===== config.mk =====
export PLATFORM = sky130hd
export DESIGN_NAME = csel_unit
export DESIGN_NICKNAME = d
export VERILOG_FILES = /design/src/rtl/csel_pkg.sv /design/src/rtl/csel_regfile.sv /design/src/rtl/csel_chan_match.sv /design/src/rtl/csel_out_stage.sv /design/src/rtl/csel_unit.sv
export SDC_FILE = /design/constraint.sdc
export NUM_CORES = 1
export LEC_CHECK = 0
export BUFFER_PORTS_ARGS = -buffer_cell sky130_fd_sc_hd__buf_2
export CORE_UTILIZATION = 59
export DETAILED_ROUTE_END_ITERATION = 7
export PLACE_DENSITY_LB_ADDON = 0.08
export SYNTH_ARGS = -nofsm -noshare
export SYNTH_HDL_FRONTEND = slang
export SYNTH_HIERARCHICAL = 1
export SYNTH_SLANG_ARGS = --single-unit

===== constraint.sdc =====
create_clock -name clk -period 2.19 [get_ports clk]
set_input_delay 0 -clock clk [delete_from_list [all_inputs] [get_ports clk]]
set_output_delay 0 -clock clk [all_outputs]
set_load 0.02 [all_outputs]

===== src/rtl/csel_pkg.sv =====
// Package: shared field positions and widths for the chip select unit.
// Assumes 32-bit registers with the compare field above bit 7.
package csel_pkg;
    parameter int REG_W    = 32;
    parameter int FC_W     = 4;
    parameter int CMP_LSB  = 8;
    parameter int FC_LSB   = 4;
    parameter int DLY_LSB  = 2;
    parameter int PSZ_LSB  = 0;
    parameter int CODE_W   = 2;
    parameter int VLD_BIT  = 0;
    parameter int NCS_BIT  = 1;
    localparam int CMP_W   = REG_W - CMP_LSB;

    typedef enum logic {
        REG_BASE = 1'b0,
        REG_MASK = 1'b1
    } reg_sel_e;

    // True for the two CPU-space function codes (4'h7 and 4'hF).
    function automatic logic is_cpu_space(input logic [FC_W-1:0] fc);
        return (fc[FC_W-2:0] == '1);
    endfunction
endpackage


===== src/rtl/csel_regfile.sv =====
// Register file: one base and one mask register per channel.
// Assumes a single-cycle write; reads are combinational.
// Reset clears only the valid and no-CPU-space bits of each base register.
module csel_regfile
    import csel_pkg::*;
#(
    parameter int NUM_CH = 4,
    localparam int CH_W  = (NUM_CH > 1) ? $clog2(NUM_CH) : 1
) (
    input  logic                         clk,
    input  logic                         rst_n,
    input  logic                         wr_en,
    input  logic [CH_W-1:0]              wr_chan,
    input  logic                         wr_sel,
    input  logic [REG_W-1:0]             wr_data,
    input  logic [CH_W-1:0]              rd_chan,
    input  logic                         rd_sel,
    output logic [REG_W-1:0]             rd_data,
    output logic [NUM_CH-1:0][REG_W-1:0] base_q,
    output logic [NUM_CH-1:0][REG_W-1:0] mask_q
);
    reg_sel_e wsel;
    reg_sel_e rsel;
    assign wsel = reg_sel_e'(wr_sel);
    assign rsel = reg_sel_e'(rd_sel);

    for (genvar ch = 0; ch < NUM_CH; ch++) begin : g_ch
        logic base_we;
        logic mask_we;
        assign base_we = wr_en && (wr_chan == CH_W'(ch)) && (wsel == REG_BASE);
        assign mask_we = wr_en && (wr_chan == CH_W'(ch)) && (wsel == REG_MASK);

        // Base register: reset clears control bits only, write loads all bits.
        always_ff @(posedge clk) begin
            if (!rst_n) begin
                base_q[ch][VLD_BIT] <= 1'b0;
                base_q[ch][NCS_BIT] <= 1'b0;
            end else if (base_we) begin
                base_q[ch] <= wr_data;
            end
        end

        // Mask register: untouched by reset, loaded on write.
        always_ff @(posedge clk) begin
            if (mask_we) begin
                mask_q[ch] <= wr_data;
            end
        end
    end

    // Read mux: pick the stored register chosen by channel and select.
    always_comb begin
        rd_data = (rsel == REG_MASK) ? mask_q[rd_chan] : base_q[rd_chan];
    end
endmodule


===== src/rtl/csel_chan_match.sv =====
// One channel's compare: masked address, masked function code,
// valid gate and CPU-space suppression. Purely combinational.
module csel_chan_match
    import csel_pkg::*;
(
    input  logic [CMP_W-1:0] addr_hi,
    input  logic [FC_W-1:0]  fc,
    input  logic [CMP_W-1:0] base_addr,
    input  logic [FC_W-1:0]  base_fc,
    input  logic [CMP_W-1:0] addr_mask,
    input  logic [FC_W-1:0]  fc_mask,
    input  logic             valid,
    input  logic             no_cpu,
    output logic             hit
);
    logic addr_ok;
    logic fc_ok;
    logic blocked;

    // Compare: set mask bits become don't-cares.
    always_comb begin
        addr_ok = (((addr_hi ^ base_addr) & ~addr_mask) == '0);
        fc_ok   = (((fc ^ base_fc) & ~fc_mask) == '0);
        blocked = no_cpu && is_cpu_space(fc);
        hit     = valid && addr_ok && fc_ok && !blocked;
    end
endmodule


===== src/rtl/csel_out_stage.sv =====
// Output stage: registers the chip selects while the strobe is high and
// picks size/delay codes from the lowest-numbered hitting channel.
// Assumes hit[] is already gated by valid and CPU-space rules.
module csel_out_stage
    import csel_pkg::*;
#(
    parameter int NUM_CH = 4
) (
    input  logic                          clk,
    input  logic                          rst_n,
    input  logic                          strobe,
    input  logic [NUM_CH-1:0]             hit,
    input  logic [NUM_CH-1:0][CODE_W-1:0] ch_psz,
    input  logic [NUM_CH-1:0][CODE_W-1:0] ch_dly,
    output logic [NUM_CH-1:0]             cs_n,
    output logic [CODE_W-1:0]             port_size,
    output logic [CODE_W-1:0]             ack_delay
);
    logic [CODE_W-1:0] sel_psz;
    logic [CODE_W-1:0] sel_dly;

    // Priority pick: scan from the top so the lowest hitting channel wins.
    always_comb begin
        sel_psz = '0;
        sel_dly = '0;
        for (int ch = NUM_CH - 1; ch >= 0; ch--) begin
            if (hit[ch]) begin
                sel_psz = ch_psz[ch];
                sel_dly = ch_dly[ch];
            end
        end
    end

    // Output register: follow the compare under strobe, idle otherwise.
    always_ff @(posedge clk) begin
        if (!rst_n) begin
            cs_n      <= '1;
            port_size <= '0;
            ack_delay <= '0;
        end else if (strobe) begin
            cs_n      <= ~hit;
            port_size <= sel_psz;
            ack_delay <= sel_dly;
        end else begin
            cs_n      <= '1;
            port_size <= '0;
            ack_delay <= '0;
        end
    end

    // no chip select without a strobe at the previous edge.
    p_cs_needs_strobe_r7: assert property (@(posedge clk) disable iff (!rst_n)
        (cs_n != '1) |-> $past(strobe));

    // a dropped strobe idles every select.
    p_idle_after_drop_r7: assert property (@(posedge clk) disable iff (!rst_n)
        !$past(strobe) |-> (cs_n == '1));

    // codes are zero when nothing is selected.
    p_codes_zero_idle_r9: assert property (@(posedge clk) disable iff (!rst_n)
        (cs_n == '1) |-> (port_size == '0 && ack_delay == '0));
endmodule


===== src/rtl/csel_unit.sv =====
// Top: four-channel programmable chip select decoder.
// Ties the register file, per-channel compares and output stage together.
// Assumes address bits below CMP_LSB never take part in decoding.
module csel_unit
    import csel_pkg::*;
#(
    parameter int NUM_CH = 4,
    localparam int CH_W  = (NUM_CH > 1) ? $clog2(NUM_CH) : 1
) (
    input  logic              clk,
    input  logic              rst_n,
    input  logic              reg_wr_en,
    input  logic [CH_W-1:0]   reg_wr_chan,
    input  logic              reg_wr_sel,
    input  logic [REG_W-1:0]  reg_wr_data,
    input  logic [CH_W-1:0]   reg_rd_chan,
    input  logic              reg_rd_sel,
    output logic [REG_W-1:0]  reg_rd_data,
    input  logic              bus_strobe,
    input  logic [REG_W-1:0]  bus_addr,
    input  logic [FC_W-1:0]   bus_fc,
    output logic [NUM_CH-1:0] cs_n,
    output logic [CODE_W-1:0] port_size,
    output logic [CODE_W-1:0] ack_delay
);
    logic [NUM_CH-1:0][REG_W-1:0]  base_q;
    logic [NUM_CH-1:0][REG_W-1:0]  mask_q;
    logic [NUM_CH-1:0]             hit;
    logic [NUM_CH-1:0][CODE_W-1:0] ch_psz;
    logic [NUM_CH-1:0][CODE_W-1:0] ch_dly;
    logic                          unused_addr_low;

    assign unused_addr_low = ^bus_addr[CMP_LSB-1:0];

    csel_regfile #(.NUM_CH(NUM_CH)) regs_i (
        .clk     (clk),
        .rst_n   (rst_n),
        .wr_en   (reg_wr_en),
        .wr_chan (reg_wr_chan),
        .wr_sel  (reg_wr_sel),
        .wr_data (reg_wr_data),
        .rd_chan (reg_rd_chan),
        .rd_sel  (reg_rd_sel),
        .rd_data (reg_rd_data),
        .base_q  (base_q),
        .mask_q  (mask_q)
    );

    for (genvar ch = 0; ch < NUM_CH; ch++) begin : g_match
        csel_chan_match match_i (
            .addr_hi   (bus_addr[REG_W-1:CMP_LSB]),
            .fc        (bus_fc),
            .base_addr (base_q[ch][REG_W-1:CMP_LSB]),
            .base_fc   (base_q[ch][FC_LSB +: FC_W]),
            .addr_mask (mask_q[ch][REG_W-1:CMP_LSB]),
            .fc_mask   (mask_q[ch][FC_LSB +: FC_W]),
            .valid     (base_q[ch][VLD_BIT]),
            .no_cpu    (base_q[ch][NCS_BIT]),
            .hit       (hit[ch])
        );

        assign ch_psz[ch] = mask_q[ch][PSZ_LSB +: CODE_W];
        assign ch_dly[ch] = mask_q[ch][DLY_LSB +: CODE_W];

        // an asserted select implies the channel was valid.
        p_valid_gate_r6: assert property (@(posedge clk) disable iff (!rst_n)
            !cs_n[ch] |-> $past(base_q[ch][VLD_BIT]));

        // no select on a suppressed CPU-space cycle.
        p_cpu_block_r5: assert property (@(posedge clk) disable iff (!rst_n)
            !cs_n[ch] |-> !($past(base_q[ch][NCS_BIT]) &&
                            ($past(bus_fc) == 4'h7 || $past(bus_fc) == 4'hF)));
    end

    csel_out_stage #(.NUM_CH(NUM_CH)) out_i (
        .clk       (clk),
        .rst_n     (rst_n),
        .strobe    (bus_strobe),
        .hit       (hit),
        .ch_psz    (ch_psz),
        .ch_dly    (ch_dly),
        .cs_n      (cs_n),
        .port_size (port_size),
        .ack_delay (ack_delay)
    );
endmodule


==> reports/qor_table.md <==
| Metric | Reported | Unit |
|---|---|---|
| Final Wtd Congestion | 0.852 | - |
| Post-detailed-route via-to-cell ratio | 6.09 | - |
| Power density relative to cell area | 797 | nW/um^2 |
| Gate count after technology mapping | 651 | - |
| Sw frac | 21.7 | % |
| Clock-pin slew on the worst setup and hold paths | 60 | ps |
| Number of design rule violations left after detail routing | 0 | - |
| Critical Path Start Type | register | - |
| Post-placement cell area | 12800 | sq um |
| Fin crit period | 2100 | ps |
| Power share of the sequential group | 50.8 | % |
| Critical path data required time | 2620 | ps |
| Run status | finished, final reports clean | - |
| CTS tree | yes | - |
| Post-Route Hold Slack | 13.3 | ps |
| Maximum buffer depth of the clock tree | 3 | - |
| Pre-CTS setup slack | 54.4 | ps |
| P_int | 8.82 | mW |
| Most frequent standard cell in the layout excluding fill and tap cells | edfxtp_1 | - |
| Average cell area after synthesis | 18.1 | sq um |
| Power, Total | 11.3 | mW |
| Reg-to-Reg Start | regs_i/base_q[104]$_DFFE_PP_ | - |
| Actual slew at the worst max-slew pin | 595 | ps |
| Number of CTS-inserted buffers | 28 | - |
| Chip Height | 143 | um |
| Antenna violations before repair | 1 | - |
| Remaining number of nets flagged by the antenna check after routing | 0 | - |
| Final cell area excluding filler cells | 14100 | sq um |
| Number of iterations in the first detailed-routing pass | 5 | - |
| Cell chosen for the clock root | clkbuf_16 | - |
| Pins Over Slew Limit | 0 | - |
| Number of levels the H-tree was split into | 1 | - |
| Final worst slack | 92.6 | ps |
| Number of violations of the max-capacitance limit | 0 | - |
| Detailed Place HPWL | 16.7 | mm |
| Endpoint kind of the worst setup timing path | register | - |
| First DRT Iteration DRCs | 484 | - |
| Fin util | 72.4 | % |
| Placed Cells | 1023 | - |
| Maximum net fanout on the critical path | 3 | - |
| Switching power summed over all nets | 2.44 | mW |
| Via count | 6758 | - |
| F_max | 0.477 | GHz |
| Setup slack, reg-to-reg | 90 | ps |
| Post CTS Setup Buffer Count | 0 | - |
| Layout overhead on the synthesized area | 20.1 | % |
| Source of the worst hold timing path | reg_wr_chan[1] | - |
| Hold-critical path endpoint | regs_i/base_q[1]$_SDFFE_PN0P_ | - |
| Final nets | 901 | - |
| Clock share of power | 40.1 | % |
| Critical path start-end classification | register to register | - |
| Yosys cell types | 33 | - |
| Clock network latency to the later pin of the worst-skew pair | 550 | ps |
| Mean routed wirelength per cell | 24.1 | um |
| Netlist Area Pre-Place | 11800 | sq um |
| Critical path launch point | regs_i/base_q[104]$_DFFE_PP_ | - |
| Clock sinks | 264 | - |
| Final Setup Violations | 0 | - |
| Largest net degree at the start of global routing | 50 | - |
| Number of top-level pins | 118 | - |
| Std-Cell Rows | 51 | - |
| Hold Path Class | input pin to register | - |
| Post-synthesis net count | 729 | - |
| Sequential share of the synthesized area | 66.0 | % |
| YS warnings | 6 | - |
| Clock skew | 24.0 | ps |
| WL final | 26.7 | mm |
| Critical path arrival | 2520 | ps |
| Static Leak | 4.71 | nW |
| Layout cell share with drive strength beyond 1 | 30.0 | % |
| IO Port Bufs | 109 | - |
| Combinational share of power | 9.1 | % |
| Count of endpoints failing hold in the final timing report | 0 | - |
| Worst hold stages | 5 | - |
| Wire length of the first global-routing pass | 40.7 | mm |
| Die extent in x | 143 | um |
| Via count of the first global-routing pass | 7120 | - |
| Worst vdd rail ir drop | 681 | uV |
| Setup TNS after final layout | 0 | ps |
| Die outline area | 20500 | sq um |
| Length in cells of the worst reg-to-reg path | 8 | - |
| Commonest cells after routing, fill and taps aside | edfxtp_1 (248), xnor2_1 (108), buf_2 (108), o22ai_1 (50) | - |
| Headroom to the max-slew limit | 60.3 | % |
| Total of flip-flops plus latches after synthesis | 264 | - |
| Final cell count without fillers | 1110 | - |
| Grt ovf | 0 | - |
| Core Region | 19500 | sq um |
| Overall routing resource usage | 27.4 | % |
| Initial core utilization | 60.3 | % |
| Fraction of the cycle the final worst path needs | 95.8 | % |
| FF-to-FF End | out_i/ack_delay[1]$_SDFF_PN0_ | - |
how the worst max path moves through the flow:
| stage | to | slack [ps] |
|---|---|---|
| after floorplan | regs_i/base_q[100]$_DFFE_PP_ | 220 |
| after global placement | out_i/port_size[0]$_SDFF_PN0_ | 110 |
| after detailed placement | out_i/port_size[0]$_SDFF_PN0_ | 50 |
| after CTS | out_i/port_size[0]$_SDFF_PN0_ | 40 |
| after global routing | out_i/port_size[1]$_SDFF_PN0_ | -10 |
| final | out_i/ack_delay[1]$_SDFF_PN0_ | 90 |
cell families after synthesis:
| logic type | Yosys count | synth area share (%) |
|---|---|---|
| muxes | 104 | 17.1 |
| AOI/OAI and AO/OA | 65 | 3.64 |
| buffers and inverters | 22 | 1.20 |
| DFF | 264 | 66.0 |
| xor gates and xnor gates | 112 | 8.34 |
| and+or+nand+nor | 84 | 3.72 |
what timing repair did:
action                                  CTS  global route
hold buffers                             35             0
pin swaps                                 0            11
endpoints found under the hold margin   263             0
endpoints found under the setup margin    1             4
resized for setup                         1            17
worst max-delay path, stage by stage (launching register included):
cell	delay, ps
edfxtp_1	430
xnor2_2	190
o22ai_2	130
nor4_4	330
nand3_1	150
nor2_2	190
nor2b_4	210
a221oi_2	70
o41ai_1	280
power by group through the flow:
stage | clock (mW) | combinational (mW) | sequential, mW
after CTS | 4.58 | 1.01 | 5.72
after floorplan | 0 | 0.586 | 5.80
after global routing | 4.79 | 1.09 | 5.73
after detailed placement | 0 | 0.957 | 5.83
final | 4.52 | 1.02 | 5.72
after global placement | 0 | 0.932 | 5.81
state kept, by name, summed over array words and instances (netlist names):
register	cells
regs_i/mask_q	128
regs_i/base_q	128
out_i/port_size	2
out_i/ack_delay	2
out_i/cs_n	4
layout make-up:
cell class | instances | area, sq um
diodes | 1 | 2.50
clock buffers | 34 | 723
fillers | 1236 | 5390
well taps | 265 | 332
inverters | 1 | 3.75
clock inverters | 17 | 163
multi-input cells | 365 | 4000
flip-flops and latches | 264 | 7770
repair buffers | 163 | 1140
routing by layer:
layer / wire [um] / track usage [%] / part of all wire (%) / up-vias
li1: - / - / - / 3004
met1: 10500 / 35.9 / 39 / 3430
met2: 13800 / 47.4 / 52 / 273
met3: 1830 / 4.36 / 6.8 / 49
met4: 550 / 8.01 / 2.1 / 2
met5: 8 / 0 / 0.030 / -
cell usage after synthesis (all sizes together):
library cell  number  share of area, %
nand3             11              0.47
nand4b             1             0.074
xnor2            112               8.3
and2               4              0.21
nor2b              5              0.29
edfxtp           248                63
mux4              64                13
clkinv             1             0.032
nor4               4              0.43
nand2b             2              0.11
dfxtp             16               2.7
o22ai             52               2.8
a32o               1             0.085
nor4b              1             0.074
a21oi              1             0.042
nand4              4              0.21
nor2              37               1.2
and4bb             2              0.21
a221oi             3              0.22
mux2              32               3.1
mux2i              8              0.68
nand2              8              0.26
o211ai             4              0.26
o21ai              1             0.042
nor3               5              0.21
buf               18               1.1
clkbuf             3              0.11
o41ai              3              0.22
No activity file was read; power rests on OpenSTA's default activity.
